File: src/rtl/mdio_slave_pkg.sv
package mdio_slave_pkg;

    localparam int DATA_W    = 16;
    localparam int ADDR_W    = 5;
    localparam int NUM_REGS  = 1 << ADDR_W;
    localparam int SYNC_LEN  = 32;
    localparam int CNT_W     = $clog2(SYNC_LEN + 1);

    // header field positions (first received bit is bit DATA_W-1)
    localparam int START_LSB = 14;
    localparam int OP_LSB    = 12;
    localparam int REG_LSB   = 2;

    localparam logic [1:0] START_MARK = 2'b01;
    localparam logic [1:0] OP_STORE   = 2'b01;
    localparam logic [1:0] OP_FETCH   = 2'b10;
    localparam logic [1:0] TA_STORE   = 2'b10;

    typedef enum logic [1:0] {
        FR_IDLE  = 2'd0,
        FR_FETCH = 2'd1,
        FR_STORE = 2'd2
    } frame_state_e;

endpackage

File: src/rtl/mdio_edge_detect.sv
module mdio_edge_detect (
    input  logic clk,
    input  logic rst,
    input  logic mdc,
    output logic rise
);

    logic mdc_q;

    always_ff @(posedge clk) begin
        if (rst) begin
            mdc_q <= 1'b0;
        end else begin
            mdc_q <= mdc;
        end
    end

    assign rise = mdc & ~mdc_q;

endmodule

File: src/rtl/mdio_regfile.sv
module mdio_regfile
    import mdio_slave_pkg::*;
#(
    parameter int             ID_IDX_A = 2,
    parameter logic [DATA_W-1:0] ID_VAL_A = 16'h0022,
    parameter int             ID_IDX_B = 3,
    parameter logic [DATA_W-1:0] ID_VAL_B = 16'h161A
) (
    input  logic              clk,
    input  logic              rst,
    input  logic              we,
    input  logic [ADDR_W-1:0] waddr,
    input  logic [DATA_W-1:0] wdata,
    input  logic [ADDR_W-1:0] raddr,
    output logic [DATA_W-1:0] rdata
);

    logic [DATA_W-1:0] regs_q [NUM_REGS];

    for (genvar gi = 0; gi < NUM_REGS; gi++) begin : g_entry
        localparam logic [DATA_W-1:0] INIT_VAL =
            (gi == ID_IDX_A) ? ID_VAL_A :
            (gi == ID_IDX_B) ? ID_VAL_B : '0;

        always_ff @(posedge clk) begin
            if (rst) begin
                regs_q[gi] <= INIT_VAL;
            end else if (we && (waddr == ADDR_W'(gi))) begin
                regs_q[gi] <= wdata;
            end
        end
    end

    assign rdata = regs_q[raddr];

    // a store request lands in the addressed entry
    assert_store_lands_R6: assert property (@(posedge clk) disable iff (rst)
        we |=> (regs_q[$past(waddr)] == $past(wdata)));

endmodule

File: src/rtl/mdio_frame_fsm.sv
module mdio_frame_fsm
    import mdio_slave_pkg::*;
(
    input  logic              clk,
    input  logic              rst,
    input  logic              rise,
    input  logic              host_data,
    input  logic              host_en,
    input  logic [DATA_W-1:0] rd_data,
    output logic [ADDR_W-1:0] rd_addr,
    output logic              wr_en,
    output logic [ADDR_W-1:0] wr_addr,
    output logic [DATA_W-1:0] wr_data,
    output logic              reply
);

    logic [SYNC_LEN-1:0] shift_q, shift_nx;
    logic [CNT_W-1:0]    cnt_q, cnt_eff;
    frame_state_e        state_q, state_nx, decoded;
    logic [ADDR_W-1:0]   reg_q;
    logic [DATA_W-1:0]   dout_q;
    logic                reply_q;
    logic                at_hdr, at_end, in_data;
    logic [1:0]          start_f, op_f, ta_f;

    // window and counter as seen by the current edge
    always_comb begin
        shift_nx = {shift_q[SYNC_LEN-2:0], host_data & host_en};
        cnt_eff  = (&shift_nx) ? CNT_W'(SYNC_LEN) : cnt_q;
        at_hdr   = (cnt_eff == CNT_W'(DATA_W));
        at_end   = (cnt_eff == '0);
        in_data  = (cnt_eff < CNT_W'(DATA_W));
        start_f  = shift_nx[START_LSB +: 2];
        op_f     = shift_nx[OP_LSB +: 2];
        ta_f     = shift_nx[1:0];
        if (start_f == START_MARK && op_f == OP_STORE && ta_f == TA_STORE) begin
            decoded = FR_STORE;
        end else if (start_f == START_MARK && op_f == OP_FETCH && !ta_f[0]) begin
            decoded = FR_FETCH;
        end else begin
            decoded = FR_IDLE;
        end
    end

    // next-state decision
    always_comb begin
        state_nx = state_q;
        unique case (state_q)
            FR_IDLE: begin
                if (rise && at_hdr) state_nx = decoded;
            end
            FR_FETCH, FR_STORE: begin
                if (rise) begin
                    if (at_hdr)      state_nx = decoded;
                    else if (at_end) state_nx = FR_IDLE;
                end
            end
            default: state_nx = FR_IDLE;
        endcase
    end

    // state register with shift window, bit counter and latched address
    always_ff @(posedge clk) begin
        if (rst) begin
            state_q <= FR_IDLE;
            shift_q <= '0;
            cnt_q   <= '0;
            reg_q   <= '0;
        end else begin
            state_q <= state_nx;
            if (rise) begin
                shift_q <= shift_nx;
                cnt_q   <= at_end ? '0 : cnt_eff - 1'b1;
                if (at_hdr) reg_q <= shift_nx[REG_LSB +: ADDR_W];
            end
        end
    end

    // serial reply output
    always_ff @(posedge clk) begin
        if (rst) begin
            reply_q <= 1'b0;
            dout_q  <= '0;
        end else if (rise) begin
            if (at_hdr && decoded == FR_FETCH) begin
                dout_q <= rd_data;
            end else if (state_q == FR_FETCH && in_data) begin
                reply_q <= dout_q[DATA_W-1];
                dout_q  <= {dout_q[DATA_W-2:0], 1'b0};
            end
        end
    end

    assign rd_addr = shift_nx[REG_LSB +: ADDR_W];
    assign wr_en   = rise && (state_q == FR_STORE) && at_end;
    assign wr_addr = reg_q;
    assign wr_data = shift_nx[DATA_W-1:0];
    assign reply   = reply_q;

    // nothing advances without a rising management edge
    assert_quiet_between_edges_R2: assert property (@(posedge clk) disable iff (rst)
        !rise |=> ($stable(shift_q) && $stable(cnt_q) && $stable(state_q)));

    // a data phase opens only right after the sixteenth header edge
    assert_frame_opens_at_header_R4: assert property (@(posedge clk) disable iff (rst)
        (state_q != FR_IDLE && $past(state_q) == FR_IDLE) |-> (cnt_q == CNT_W'(DATA_W - 1)));

    // the bit counter never exceeds the sync length
    assert_count_bounded_R4: assert property (@(posedge clk) disable iff (rst)
        cnt_q <= CNT_W'(SYNC_LEN));

endmodule

File: src/rtl/mdio_slave_decoder.sv
module mdio_slave_decoder
    import mdio_slave_pkg::*;
#(
    parameter logic [DATA_W-1:0] ID_WORD_HI = 16'h0022,
    parameter logic [DATA_W-1:0] ID_WORD_LO = 16'h161A
) (
    input  logic clk,
    input  logic rst,
    input  logic mdc_in,
    input  logic mdio_host,
    input  logic mdio_host_en,
    output logic mdio_reply
);

    logic              rise;
    logic [ADDR_W-1:0] rd_addr, wr_addr;
    logic [DATA_W-1:0] rd_data, wr_data;
    logic              wr_en;

    mdio_edge_detect u_edge (
        .clk  (clk),
        .rst  (rst),
        .mdc  (mdc_in),
        .rise (rise)
    );

    mdio_frame_fsm u_fsm (
        .clk       (clk),
        .rst       (rst),
        .rise      (rise),
        .host_data (mdio_host),
        .host_en   (mdio_host_en),
        .rd_data   (rd_data),
        .rd_addr   (rd_addr),
        .wr_en     (wr_en),
        .wr_addr   (wr_addr),
        .wr_data   (wr_data),
        .reply     (mdio_reply)
    );

    mdio_regfile #(
        .ID_IDX_A (2),
        .ID_VAL_A (ID_WORD_HI),
        .ID_IDX_B (3),
        .ID_VAL_B (ID_WORD_LO)
    ) u_regs (
        .clk   (clk),
        .rst   (rst),
        .we    (wr_en),
        .waddr (wr_addr),
        .wdata (wr_data),
        .raddr (rd_addr),
        .rdata (rd_data)
    );

    // the reply line moves only on a management edge
    assert_reply_holds_R10: assert property (@(posedge clk) disable iff (rst)
        !rise |=> $stable(mdio_reply));

endmodule

File: config.mk
export PLATFORM = sky130hd
export DESIGN_NAME = mdio_slave_decoder
export DESIGN_NICKNAME = d
export VERILOG_FILES = /design/src/rtl/mdio_slave_pkg.sv /design/src/rtl/mdio_edge_detect.sv /design/src/rtl/mdio_regfile.sv /design/src/rtl/mdio_frame_fsm.sv /design/src/rtl/mdio_slave_decoder.sv
export SDC_FILE = /design/constraint.sdc
export NUM_CORES = 1
export LEC_CHECK = 0
export BUFFER_PORTS_ARGS = -buffer_cell sky130_fd_sc_hd__buf_2
export CORE_MARGIN = 2
export CORE_UTILIZATION = 55
export DETAILED_ROUTE_END_ITERATION = 7
export PLACE_DENSITY = 0.73
export SLEW_MARGIN = 20
export SYNTH_ARGS = -nofsm -noshare
export SYNTH_HDL_FRONTEND = slang
export SYNTH_HIERARCHICAL = 1
export SYNTH_SLANG_ARGS = --single-unit
File: constraint.sdc
create_clock -name clk -period 4 [get_ports clk]
set_input_delay 0.2 -clock clk [delete_from_list [all_inputs] [get_ports clk]]
set_output_delay 0.2 -clock clk [all_outputs]
set_load 0.02 [all_outputs]
# == Yosys cells after proc, flatten, opt, wreduce, memory -nomap -nowiden ==
# Memories as Yosys holds them, arrays and structs flattened. A register that Yosys moved wholly into a read port is not among the register bits.
# Index checks and enable logic that the tools add are counted.
# totals
reg_bits,62
mem_bits_rw,512
out_inout_bits,1
elab_cells,283
mem_count,1
# memory_table
memory,words,word_bits,read_ports,rd_ports_with_merged_regs,write_ports,line,text
u_regs.regs_q,32,16,1,1,32,mdio_regfile.sv:18,logic [DATA_W-1:0] regs_q [NUM_REGS];
# op_classes
add_sub_neg,1
magnitude_cmp,1
n_eq_ne,42
n_mux,143
n_bitwise,36
n_reduce_logical,52
# op_table
op,count
16-bit two-way mux,34
1-bit two-way mux,99
"5-bit == test, second input constant",16
1-bit logical AND,41
"5-bit by 4-bit == test with 1-bit output, second input constant",8
1-bit OR,32
32-bit AND reduction,1
"5-bit by 3-bit == test with 1-bit output, second input constant",4
6-bit two-way mux,2
"5-bit by 2-bit == test with 1-bit output, second input constant",2
2-bit two-way mux,5
5-bit two-way mux,2
"2-bit by 1-bit == test with 1-bit output, second input constant",4
"2-bit == test, second input constant",3
"6-bit by 5-bit == test with 1-bit output, second input constant",1
6-bit logical NOT,1
"6-bit by 5-bit < comparator with 1-bit output, second input constant",1
3-bit AND reduction,2
"6-bit by 1-bit subtractor with 6-bit output, second input constant",1
"5-bit by 1-bit == test with 1-bit output, second input constant",1
5-bit logical NOT,1
"2-bit by 1-bit inequality test with 1-bit output, second input constant",2
2-bit case mux with 2 select lines,1
2-bit AND reduction,2
7 further kinds,9

# == Longest topological paths before layout ==
# depth
depth_word,10
mapped_depth,18
mapped_depth_nobuf,13

# == Modules after synthesis ==
# Netlist, hierarchy kept.
# by_module_without_submodules
mod,instances,cells_per_inst,area_per_inst_um2,seq_area_each_um2
mdio_regfile,1,1773,24148.2,15374.7
mdio_frame_fsm,1,319,3036.7,1221.2
mdio_edge_detect,1,3,47.5,20.0

# == Worst setup path before layout ==
# Ideal clock, no wire load.
# synth_timing
path_type,register -> register
startpoint,register u_fsm.shift_q[7]
endpoint,memory u_regs.regs_q[7][0] (enable)
setup_time_ns,0.392
arrival_time_ns,3.402
setup_slack_ns,0.206
path_stages_with_launch,15
period_less_slack_ns,3.794
path_cell_list,dfxtp_1 > nand4_1 > nor4_4 > nand3_1 > buf_2 > nand2_1 > ha_1 > nor4b_4 > nand2_1 > nor3_1 > and2_1 > nand2b_1 > buf_2 > clkbuf_1 > o21bai_1
# synth_rtl
item,line,text
"start, declared",mdio_frame_fsm.sv:17,"logic [SYNC_LEN-1:0] shift_q, shift_nx;"
"start signal, assigned",mdio_frame_fsm.sv:72,shift_q <= shift_nx;
"end, declared",mdio_regfile.sv:18,

==> impl_metrics.tcl <==
set metrics [dict create \
    maxSlewViolCount 0 \
    grt_max_degree 146 \
    min_path_type "in -> reg" \
    syn_area_per_cell_sq_um 13.0 \
    syn-cell-area_sq_mm 0.0272 \
    synth_nets 2106 \
    critical_path.max_fanout 16 \
    gp_congestion 0.846 \
    hpwl_um 38900 \
    root_buffer "clkbuf_16" \
    startpoint_type "flip-flop" \
    critPathTopFamily "simple AND/OR/NAND/NOR gates" \
    cts_made_buffers 59 \
    vias 16303 \
    stdcell_count 2764 \
    critPathBufInv 0 \
    path_clk_slew_ns 0.06 \
    r2r_cells 13 \
    dieArea_sq_mm 0.0513 \
    critPathRequiredTime_ns 4.48 \
    place_inst 2654 \
    synth_top_cell_area_share 0.565 \
    antenna_left 0 \
    crit_slowest_cell "nor2_2" \
    placementRows 81 \
    p_per_area_mw_per_mm2 426 \
    tightest_slew_ns 1.16 \
    cp_slowest_stage_delay_ns 0.60 \
    ir_drop_v 0.000293 \
    clock_path_buffers 3 \
    drt_first_pass_iters 5 \
    overflow 0 \
    crit_type "reg -> reg" \
    yosysWarnings 6 \
    fin_hold_ws_ns 0.228 \
    synth_edf_count 512 \
    syn2layout_area_growth_pct 8.89 \
    antenna_found_initial 0 \
    die_w_um 227 \
    setup_viol 0 \
    hold_viol 0 \
    synth_cells 2095 \
    clock-sinks 574 \
    p_int_uw 9990 \
    io_pins 6 \
    slew_headroom 0.229 \
    maxCapViolCount 0 \
    grt_pass1_wl_um 100000 \
    ys_ff_latch 574 \
    viasPerCell 5.90 \
    crit_chain "nand4_2 -> nor4_4 -> nand3_1 -> nand2_1 -> ha_1 -> nor4b_4 -> nand2_1 -> nor3_1 -> and2_1 -> nand2_2 -> or2_1 -> nor2_2 -> and2_1" \
    comb_power_share 0.040 \
    ys_types 63 \
    power_frac_clock 0.420 \
    drt-initial-drc-count 1908 \
    outcome "finished clean" \
    sequentialPowerShare 0.540 \
    start_util 0.556 \
    drt_wl_total_um 66100 \
    tritoncts "built" \
    drive_gt1_frac 0.106 \
    core_sq_mm 0.0490 \
    rsz0062_at_grt "yes" \
    synth.area.top_cells "edfxtp_1 56%, and2_1 12%, mux2i_1 11%" \
    nNetsFinal 2063 \
    post-route-min-period_ns 3.77 \
    p_leak_uw 0.0103 \
    clkLatencyLatePin_ns 0.62 \
    fin_worst_skew_ns 0.0190 \
    utilization 0.606 \
    setup_ws_ns 0.234 \
    wl_per_cell_um 23.9 \
    net-switching-power_uw 2650 \
    yosys-top-cells-count "512 x edfxtp_1, 509 x and2_1, 308 x mux2i_1, 91 x clkbuf_1, 64 x a22oi_1" \
    portBuffers 5 \
    worst-path-stages 13 \
    async_flop_share 0 \
    critPathArrivalTime_ns 4.25 \
    yosysSeqAreaShare 0.610 \
    die_y_um 227 \
    fmax_mhz 266 \
    htree_levels 2 \
    grt_pass1_vias 16180 \
    critPathCaptureType "flip-flop" \
    netSwitchingFraction 0.210 \
    holdPathStages 5 \
    pre_cts_slack_ns 0.321 \
    drc_errors 0 \
    finalCritPeriodShare 0.942 \
    synth-main-ff-cell "edfxtp_1" \
    yosysMostFrequentCell "edfxtp_1" \
    grt_use_total 0.264 \
    yosysTopAreaCell "edfxtp_1" \
]
-- cell type report --
class                      instances  area [sq um]
antenna                            6          15.0
clock buffer                      71          1560
clock inverter                    32           274
fill                            3797         19300
inverter                           5          18.8
multi-input combinational       1322          9590
sequential                       574         16600
tap                              664           831
timing repair buffer              90           741
-- power by group through the flow --
stage | logic, uW | clock network, uW | registers (uW)
detailed placement | 496 | 0 | 6950
CTS | 499 | 5390 | 6830
global route | 540 | 5610 | 6850
global placement | 486 | 0 | 6940
floorplan | 327 | 0 | 6930
finish | 501 | 5310 | 6830
-- state kept, by name, summed over array words and instances, names as in the netlist --
register / count
u_fsm/dout_q: 16
u_fsm/wr_addr: 5
u_fsm/cnt_q: 6
u_fsm/state_q: 2
u_regs/regs_q: 512
u_edge/mdc_q: 1
u_fsm/shift_q: 31
u_fsm/reply: 1
-- layout by cell type (no fill, tap or decap), drive strengths merged, types with 2 or more instances in the layout --
master    count
and2b         4
mux2          2
mux2i       308
nand2        56
diode         6
or2           3
a211oi       16
dfxtp        62
a22o         32
or4           3
bufinv        5
o22ai         2
or3           9
nor3         23
clkinvlp      2
nand4        26
nand3        43
edfxtp      512
nor2         73
and2        510
o21ai         5
nand2b       13
a22oi        64
inv           4
clkbuf       71
nor2b         4
a31oi        18
buf          89
clkinv       26
a21oi        55
ha            6
nor4          3
o21bai       32
-- worst register-to-register path, delay by kind of cell, from the launching register on --
family | cells | cell delay, ns
adders and majority gates | 1 | 0.16
DFF | 1 | 0.37
and+or+nand+nor | 12 | 3.09
-- kinds of logic after synthesis --
kind of cell    count (synthesis)  share of synthesized area
simple gates                  775                      0.174
flops                         574                      0.610
mux                           310                      0.114
compound gates                231                     0.0598
buf+inv                       199                     0.0389
fa+ha+maj                       6                    0.00276
-- final timing paths --
kind / start / to / slack [ns]
max: u_fsm/shift_q[25] / u_regs/regs_q[20][3] / 0.23
min reg2reg: u_fsm/wr_addr[4] / u_fsm/wr_addr[4] / 0.51
min: mdio_host_en / u_fsm/state_q[0] / 0.23
max reg2reg: u_fsm/shift_q[25] / u_regs/regs_q[20][3] / 0.23
-- metal layers --
layer | up-vias | global-route usage | routed length, um
li1 | 7479 | - | -
met1 | 8114 | 0.374 | 28000
met2 | 588 | 0.412 | 30900
met3 | 122 | 0.0419 | 4890
met4 | 0 | 0.102 | 2300
met5 | - | 0 | 0
-- stage by stage --
stage,TNS [ns],instance area [sq um],power (uW)
after global placement,0,27800,7420
after detailed placement,0,27800,7450
final,0,29700,12600
after global routing,-1.38,29600,13000
after CTS,0,29600,12700
after floorplan,0,27200,7260
-- what timing repair did --
item / CTS / global route
gates resized for setup: 0 / 1
hold buffers: 1 / 0
hold endpoints to repair: 1 / 0
endpoints found under the setup margin: 0 / 42
buffers inserted: 0 / 0
Power figures use the tool's default switching activity.
